--- src/rtl/busy_arb_pkg.sv ---
package busy_arb_pkg;

    typedef enum logic [1:0] {
        ARB_IDLE   = 2'd0,
        ARB_A_OWNS = 2'd1,
        ARB_B_OWNS = 2'd2
    } arb_state_t;

    typedef enum logic {
        WR_OPEN = 1'b0,
        WR_HELD = 1'b1
    } wr_state_t;

    localparam int NUM_PORTS = 2;

endpackage

--- src/rtl/busy_arb_match.sv ---
module busy_arb_match #(
    parameter int ADDR_W = 18
) (
    input  logic              clk,
    input  logic              rst_n,
    input  logic              a_ce,
    input  logic [ADDR_W-1:0] a_addr,
    input  logic              b_ce,
    input  logic [ADDR_W-1:0] b_addr,
    output logic              match,
    output logic              a_new,
    output logic              b_new
);
    logic              a_ce_q;
    logic              b_ce_q;
    logic [ADDR_W-1:0] a_addr_q;
    logic [ADDR_W-1:0] b_addr_q;

    always_ff @(posedge clk) begin
        if (!rst_n) begin
            a_ce_q   <= 1'b0;
            b_ce_q   <= 1'b0;
            a_addr_q <= '0;
            b_addr_q <= '0;
        end else begin
            a_ce_q   <= a_ce;
            b_ce_q   <= b_ce;
            a_addr_q <= a_addr;
            b_addr_q <= b_addr;
        end
    end

    always_comb begin
        match = a_ce && b_ce && (a_addr == b_addr);
        a_new = !a_ce_q || (a_addr != a_addr_q);
        b_new = !b_ce_q || (b_addr != b_addr_q);
    end
endmodule

--- src/rtl/busy_arb_master_fsm.sv ---
module busy_arb_master_fsm
    import busy_arb_pkg::*;
(
    input  logic clk,
    input  logic rst_n,
    input  logic slave_mode,
    input  logic match,
    input  logic a_new,
    input  logic b_new,
    output logic a_busy,
    output logic b_busy
);
    arb_state_t state_q;
    arb_state_t state_d;

    always_comb begin
        state_d = state_q;
        if (slave_mode || !match) begin
            state_d = ARB_IDLE;
        end else begin
            unique case (state_q)
                ARB_IDLE:   state_d = (a_new && !b_new) ? ARB_B_OWNS : ARB_A_OWNS;
                ARB_A_OWNS: state_d = ARB_A_OWNS;
                ARB_B_OWNS: state_d = ARB_B_OWNS;
                default:    state_d = ARB_IDLE;
            endcase
        end
    end

    always_ff @(posedge clk) begin
        if (!rst_n) state_q <= ARB_IDLE;
        else        state_q <= state_d;
    end

    always_comb begin
        a_busy = 1'b0;
        b_busy = 1'b0;
        unique case (state_d)
            ARB_IDLE:   ;
            ARB_A_OWNS: b_busy = 1'b1;
            ARB_B_OWNS: a_busy = 1'b1;
            default:    ;
        endcase
    end
endmodule

--- src/rtl/busy_arb_wr_gate.sv ---
module busy_arb_wr_gate
    import busy_arb_pkg::*;
#(
    parameter int ADDR_W = 18,
    parameter int DATA_W = 18
) (
    input  logic              clk,
    input  logic              rst_n,
    input  logic              busy,
    input  logic              wr_req,
    input  logic [ADDR_W-1:0] addr,
    input  logic [DATA_W-1:0] wdata,
    output logic              mem_we,
    output logic [ADDR_W-1:0] mem_addr,
    output logic [DATA_W-1:0] mem_wdata
);
    wr_state_t         state_q;
    wr_state_t         state_d;
    logic [ADDR_W-1:0] hold_addr_q;
    logic [DATA_W-1:0] hold_data_q;
    logic              capture;
    logic              drain;

    always_comb begin
        drain   = (state_q == WR_HELD) && !busy;
        capture = wr_req && (busy || state_q == WR_HELD);
        state_d = state_q;
        unique case (state_q)
            WR_OPEN: if (capture) state_d = WR_HELD;
            WR_HELD: if (!capture && drain) state_d = WR_OPEN;
            default: state_d = WR_OPEN;
        endcase
    end

    always_ff @(posedge clk) begin
        if (!rst_n) begin
            state_q     <= WR_OPEN;
            hold_addr_q <= '0;
            hold_data_q <= '0;
        end else begin
            state_q <= state_d;
            if (capture) begin
                hold_addr_q <= addr;
                hold_data_q <= wdata;
            end
        end
    end

    always_comb begin
        mem_we    = drain || (state_q == WR_OPEN && wr_req && !busy);
        mem_addr  = drain ? hold_addr_q : addr;
        mem_wdata = drain ? hold_data_q : wdata;
    end
endmodule

--- src/rtl/busy_arbiter.sv ---
module busy_arbiter
    import busy_arb_pkg::*;
#(
    parameter int ADDR_W = 18,
    parameter int DATA_W = 18
) (
    input  logic              clk,
    input  logic              rst_n,
    input  logic              slave_mode,
    input  logic              a_ce,
    input  logic [ADDR_W-1:0] a_addr,
    input  logic              a_wr_req,
    input  logic [DATA_W-1:0] a_wdata,
    input  logic              a_busy_in,
    output logic              a_busy_out,
    output logic              a_mem_we,
    output logic [ADDR_W-1:0] a_mem_addr,
    output logic [DATA_W-1:0] a_mem_wdata,
    input  logic              b_ce,
    input  logic [ADDR_W-1:0] b_addr,
    input  logic              b_wr_req,
    input  logic [DATA_W-1:0] b_wdata,
    input  logic              b_busy_in,
    output logic              b_busy_out,
    output logic              b_mem_we,
    output logic [ADDR_W-1:0] b_mem_addr,
    output logic [DATA_W-1:0] b_mem_wdata
);
    logic match;
    logic a_new;
    logic b_new;
    logic a_arb_busy;
    logic b_arb_busy;

    logic [NUM_PORTS-1:0]             busy_eff;
    logic [NUM_PORTS-1:0]             req_v;
    logic [NUM_PORTS-1:0][ADDR_W-1:0] addr_v;
    logic [NUM_PORTS-1:0][DATA_W-1:0] data_v;
    logic [NUM_PORTS-1:0]             we_v;
    logic [NUM_PORTS-1:0][ADDR_W-1:0] maddr_v;
    logic [NUM_PORTS-1:0][DATA_W-1:0] mdata_v;

    busy_arb_match #(.ADDR_W(ADDR_W)) u_match (
        .clk    (clk),
        .rst_n  (rst_n),
        .a_ce   (a_ce),
        .a_addr (a_addr),
        .b_ce   (b_ce),
        .b_addr (b_addr),
        .match  (match),
        .a_new  (a_new),
        .b_new  (b_new)
    );

    busy_arb_master_fsm u_fsm (
        .clk        (clk),
        .rst_n      (rst_n),
        .slave_mode (slave_mode),
        .match      (match),
        .a_new      (a_new),
        .b_new      (b_new),
        .a_busy     (a_arb_busy),
        .b_busy     (b_arb_busy)
    );

    always_comb begin
        a_busy_out  = a_arb_busy;
        b_busy_out  = b_arb_busy;
        busy_eff[0] = slave_mode ? a_busy_in : a_arb_busy;
        busy_eff[1] = slave_mode ? b_busy_in : b_arb_busy;
        req_v[0]    = a_wr_req;
        req_v[1]    = b_wr_req;
        addr_v[0]   = a_addr;
        addr_v[1]   = b_addr;
        data_v[0]   = a_wdata;
        data_v[1]   = b_wdata;
    end

    for (genvar p = 0; p < NUM_PORTS; p++) begin : g_port
        busy_arb_wr_gate #(.ADDR_W(ADDR_W), .DATA_W(DATA_W)) u_gate (
            .clk       (clk),
            .rst_n     (rst_n),
            .busy      (busy_eff[p]),
            .wr_req    (req_v[p]),
            .addr      (addr_v[p]),
            .wdata     (data_v[p]),
            .mem_we    (we_v[p]),
            .mem_addr  (maddr_v[p]),
            .mem_wdata (mdata_v[p])
        );
    end

    always_comb begin
        a_mem_we    = we_v[0];
        a_mem_addr  = maddr_v[0];
        a_mem_wdata = mdata_v[0];
        b_mem_we    = we_v[1];
        b_mem_addr  = maddr_v[1];
        b_mem_wdata = mdata_v[1];
    end
endmodule

--- config.mk ---
export PLATFORM = sky130hd
export DESIGN_NAME = busy_arbiter
export DESIGN_NICKNAME = d
export VERILOG_FILES = /design/src/rtl/busy_arb_pkg.sv /design/src/rtl/busy_arb_match.sv /design/src/rtl/busy_arb_master_fsm.sv /design/src/rtl/busy_arb_wr_gate.sv /design/src/rtl/busy_arbiter.sv
export SDC_FILE = /design/constraint.sdc
export NUM_CORES = 1
export LEC_CHECK = 0
export BUFFER_PORTS_ARGS = -buffer_cell sky130_fd_sc_hd__buf_2
export CAP_MARGIN = 30
export CELL_PAD_IN_SITES_DETAIL_PLACEMENT = 1
export CELL_PAD_IN_SITES_GLOBAL_PLACEMENT = 1
export CORE_MARGIN = 2
export CORE_UTILIZATION = 39
export DETAILED_ROUTE_END_ITERATION = 10
export PLACE_DENSITY = 0.91
export SLEW_MARGIN = 20
export SYNTH_ARGS = -nofsm -noshare
export SYNTH_HDL_FRONTEND = slang
export SYNTH_SLANG_ARGS = --single-unit
--- constraint.sdc ---
create_clock -name clk -period 3.76 [get_ports clk]
set_clock_uncertainty 0.15 [all_clocks]
set_input_delay 0.564 -clock clk [delete_from_list [all_inputs] [get_ports clk]]
set_output_delay 0.564 -clock clk [all_outputs]
set_load 0.05 [all_outputs]
==> qor.csv <==
stage;metric;value;unit
setup_path;slowest_stage;mux2_2;
setup_path;r2r_start;u_match.b_addr_q[16]$_SDFF_PN0_;
worst_hold_path;hp-start;a_ce;
setup_path;crit_required;3050;ps
grt;grtUsageTotal;23.2;%
grt;antenna_found_initial;1;
finish;synthToLayoutAreaGrowth;29.7;%
clocking;worstSkewPairLatency;420;ps
worst_hold_path;hp-class;input port to flop;
floorplan;start_util;40.1;%
finish;layout-drive-gt1-share;30.4;%
logic_synthesis;synth_area;5860;µm²
finish;fin_area;7590;µm²
logic_synthesis;seq_area_frac_synth;39.0;%
place;placed_area;6920;µm²
floorplan;die_w;127;µm
setup_path;max_stage_delay;340;ps
grt;use_met3;6.33;%
logic_synthesis;yosys_warnings;0;
clocking;ctsHoldBuffers;0;
place;gp_congestion;0.824;
clocking;cts_made_buffers;17;
drt;drt_iter0_markers;337;
drt;vias;5563;
run_status;status;finished clean;
setup_path;start_kind;input port;
place;io_buffers;156;
timing;finalSetupTns;0;ps
logic_synthesis;yosysUniqueCellTypes;43;
timing;tightest_slew;837;ps
setup_path;end_kind;primary output;
grt;grt_pass1_wl;29400;µm
drt;vias_per_cell;5.34;
finish;insertedDiodeCount;0;
drt;drt_wl_total;19500;µm
setup_path;crit_path_cell_trace;buf_2 > buf_4 > xor2_1 > nor4_2 > nand2_1 > or2_4 > o31ai_4 > buf_6 > clkbuf_16 > mux2_2 > buf_2;
clocking;clk_path_buf_depth;2;
finish;nNetsFinal;928;
floorplan;rows;44;
timing;final_max_slew_viol_count;0;
grt;grt_overflow;0;
logic_synthesis;syn_avg_cell_area;8.56;µm²
setup_path;crit_fanout;18;
finish;utilization;52.0;%
drt;drc;0;
clocking;htree_levels;4;
setup_path;reg2reg_slack;930;ps
timing;finalSetupViolations;0;
clocking;root_buffer;clkbuf_16;
run;cap_violations;0;
logic_synthesis;synth_nets;765;
timing;period_share;98.5;%
timing;final_hold_viol_count;0;
setup_path;cp.depth;11;
place;detailed_place_hpwl;13200;µm
timing;slew-limit-headroom;44.2;%
setup_path;crit_buf_inv;5;
logic_synthesis;synth_edf_count;0;
floorplan;core_area;14600;µm²
setup_path;rr_worst_depth;8;
place;post-place-ws;17.4;ps
grt;grt_max_degree;82;
drt;dr.pass1.iters;5;
logic_synthesis;synth_seq_cells;114;
floorplan;fp.dieArea;16000;µm²
clocking;cts.sinks;114;
worst_hold_path;hold_depth;2;
logic_synthesis;synthArstFlopShare;0;%
logic_synthesis;syn-instance-count;684;
grt;grt_pass1_vias;5770;
setup_path;cp_top_family;buffers and inverters;
clocking;clkTransAtPathRegs;60;ps
grt;grtUsageMet2;40.6;%
grt;busiest_layer;met2;
setup_path;setup.worst_path.class;input port to primary output;
timing;final.setup.worst_slack;54.8;ps
power_and_ir_drop;peakVddDrop;0.000307;V
floorplan;num_io_pins;157;
setup_path;crit_arrival;2990;ps
setup_path;critical_path.most_common_cell;buf_2;
logic_synthesis;ys.flop_type;dfxtp_1;
setup_path;r2r-end;g_port[0].u_gate.hold_data_q[11]$_SDFFE_PN0P_;
floorplan;die_h;127;µm
timing;max_freq;0.270;GHz
power_and_ir_drop;total_power;3.36;mW
drt;ant_nets;0;
clocking;cts_tree;done;
timing;fin_crit;3710;ps
power_and_ir_drop;powerDensity;443;nW/µm²
power_and_ir_drop;p_leak;3.41;nW
grt;met1_usage;27.9;%
worst_hold_path;whs_endpoint;u_match.a_ce_q$_SDFF_PN0_;
drt;wl_per_cell;18.8;µm
## worst max-delay path by stage
stage                     startpoint        endpoint  slack, ps
after CTS                  a_addr[5]   b_mem_addr[2]          6
after floorplan           b_addr[15]  a_mem_addr[10]        120
final                      b_addr[8]   b_mem_addr[8]         50
after global routing      b_addr[16]   b_mem_addr[8]        -50
after detailed placement   a_addr[5]   b_mem_addr[2]         20
after global placement     a_addr[5]   b_mem_addr[2]        -20
## worst reg2reg max path: cells and delay by family (launching register included)
kind	cells	cell delay [ps]
buf+inv	2	460
flops	1	310
compound gates	2	870
mux	1	240
xor+xnor	1	180
simple gates	2	540
## registers in the layout, indices dropped and copies added (netlist names)
| name | count |
|---|---|
| g_port.u_gate.hold_addr_q | 36 |
| g_port.u_gate.hold_data_q | 36 |
| u_match.a_addr_q | 18 |
| u_match.b_addr_q | 18 |
| g_port.u_gate.state_q | 2 |
| u_fsm.state_q | 2 |
| u_match.a_ce_q | 1 |
| u_match.b_ce_q | 1 |
## final cells by class
class / instances / area (µm²)
inverters: 38 / 143
repair buffers: 191 / 1170
fillers: 1757 / 7000
clock inverters: 6 / 55.1
multi-input cells: 485 / 3220
flip-flops and latches: 114 / 2280
clock buffers: 24 / 492
well taps: 184 / 230
## kinds of logic after synthesis
family                    after synthesis  synth area share [%]
DFF                                   114                  39.0
buffers and inverters                  85                  6.79
muxes                                 108                  19.2
xor gates and xnor gates               54                  8.08
AOI/OAI and AO/OA                      54                  6.77
and+or+nand+nor                       269                  20.1
## cells in the mapped netlist (all sizes together), types with 2 or more instances
master / instances / area (µm²)
or2: 2 / 12.5
o22ai: 36 / 225
mux2i: 72 / 721
xnor2: 30 / 263
a211oi: 3 / 27.5
and4b: 2 / 20.0
o21ai: 3 / 15.0
xor2: 24 / 210
inv: 38 / 143
nor4: 6 / 37.5
o31ai: 3 / 36.3
nand3: 38 / 190
nor3: 3 / 15.0
nand2: 184 / 691
dfxtp: 114 / 2280
a21oi: 2 / 10.0
nor2: 6 / 22.5
nor2b: 3 / 18.8
mux2: 36 / 405
and2: 5 / 31.3
buf: 14 / 131
clkbuf: 33 / 124
nand4: 13 / 81.3
## power by group
part	leakage, nW	switching (mW)	internal (mW)
Combinational	2.20	0.398	0.186
Clock	0.275	0.539	0.963
Sequential	0.933	0.0221	1.25
Total	3.41	0.959	2.40
## cells in the final DEF (no fill, tap or decap), types with 2 or more instances in the layout
| cell | Yosys | routed |
|---|---|---|
| nand2_1 | 184 | 184 |
| buf_2 | 3 | 155 |
| dfxtp_1 | 114 | 114 |
| mux2i_1 | 72 | 72 |
| nand3_1 | 38 | 38 |
| inv_1 | 38 | 38 |
| o22ai_1 | 36 | 36 |
| mux2_2 | 31 | 31 |
| xnor2_1 | 30 | 29 |
| buf_4 | 2 | 26 |
| xor2_1 | 24 | 24 |
| clkbuf_16 | 0 | 19 |
| nand4_1 | 13 | 13 |
| buf_12 | 0 | 7 |
| nor2_1 | 6 | 6 |
| nor4_1 | 6 | 5 |
| and2_1 | 5 | 5 |
| mux2_1 | 5 | 5 |
| clkinv_2 | 0 | 5 |
| clkbuf_8 | 0 | 4 |
| nor3_1 | 3 | 3 |
| nor2b_1 | 3 | 3 |
| o21ai_0 | 3 | 3 |
| clkbuf_1 | 33 | 3 |
| and4b_1 | 2 | 2 |
| a211oi_1 | 2 | 2 |
| o31ai_1 | 2 | 2 |
| a21oi_1 | 2 | 2 |
## metal layers
metal,vias up,part of all wire [%]
met1,2710,42
li1,2633,-
met2,190,50
met4,2,1.7
met5,-,0.051
met3,28,5.8
## metrics by stage
step           std cells  hold WS [ps]
2_1_floorplan        684           281
3_3_place_gp        1006           290
3_5_place_dp        1006           298
5_1_grt             1042           244
4_1_cts             1036           230
6_report            1042           243
## repair_timing
action,in CTS,in global routing
resized for setup,0,7
setup endpoints to repair,0,70
buffers inserted,0,4
Power figures use the tool's default switching activity.
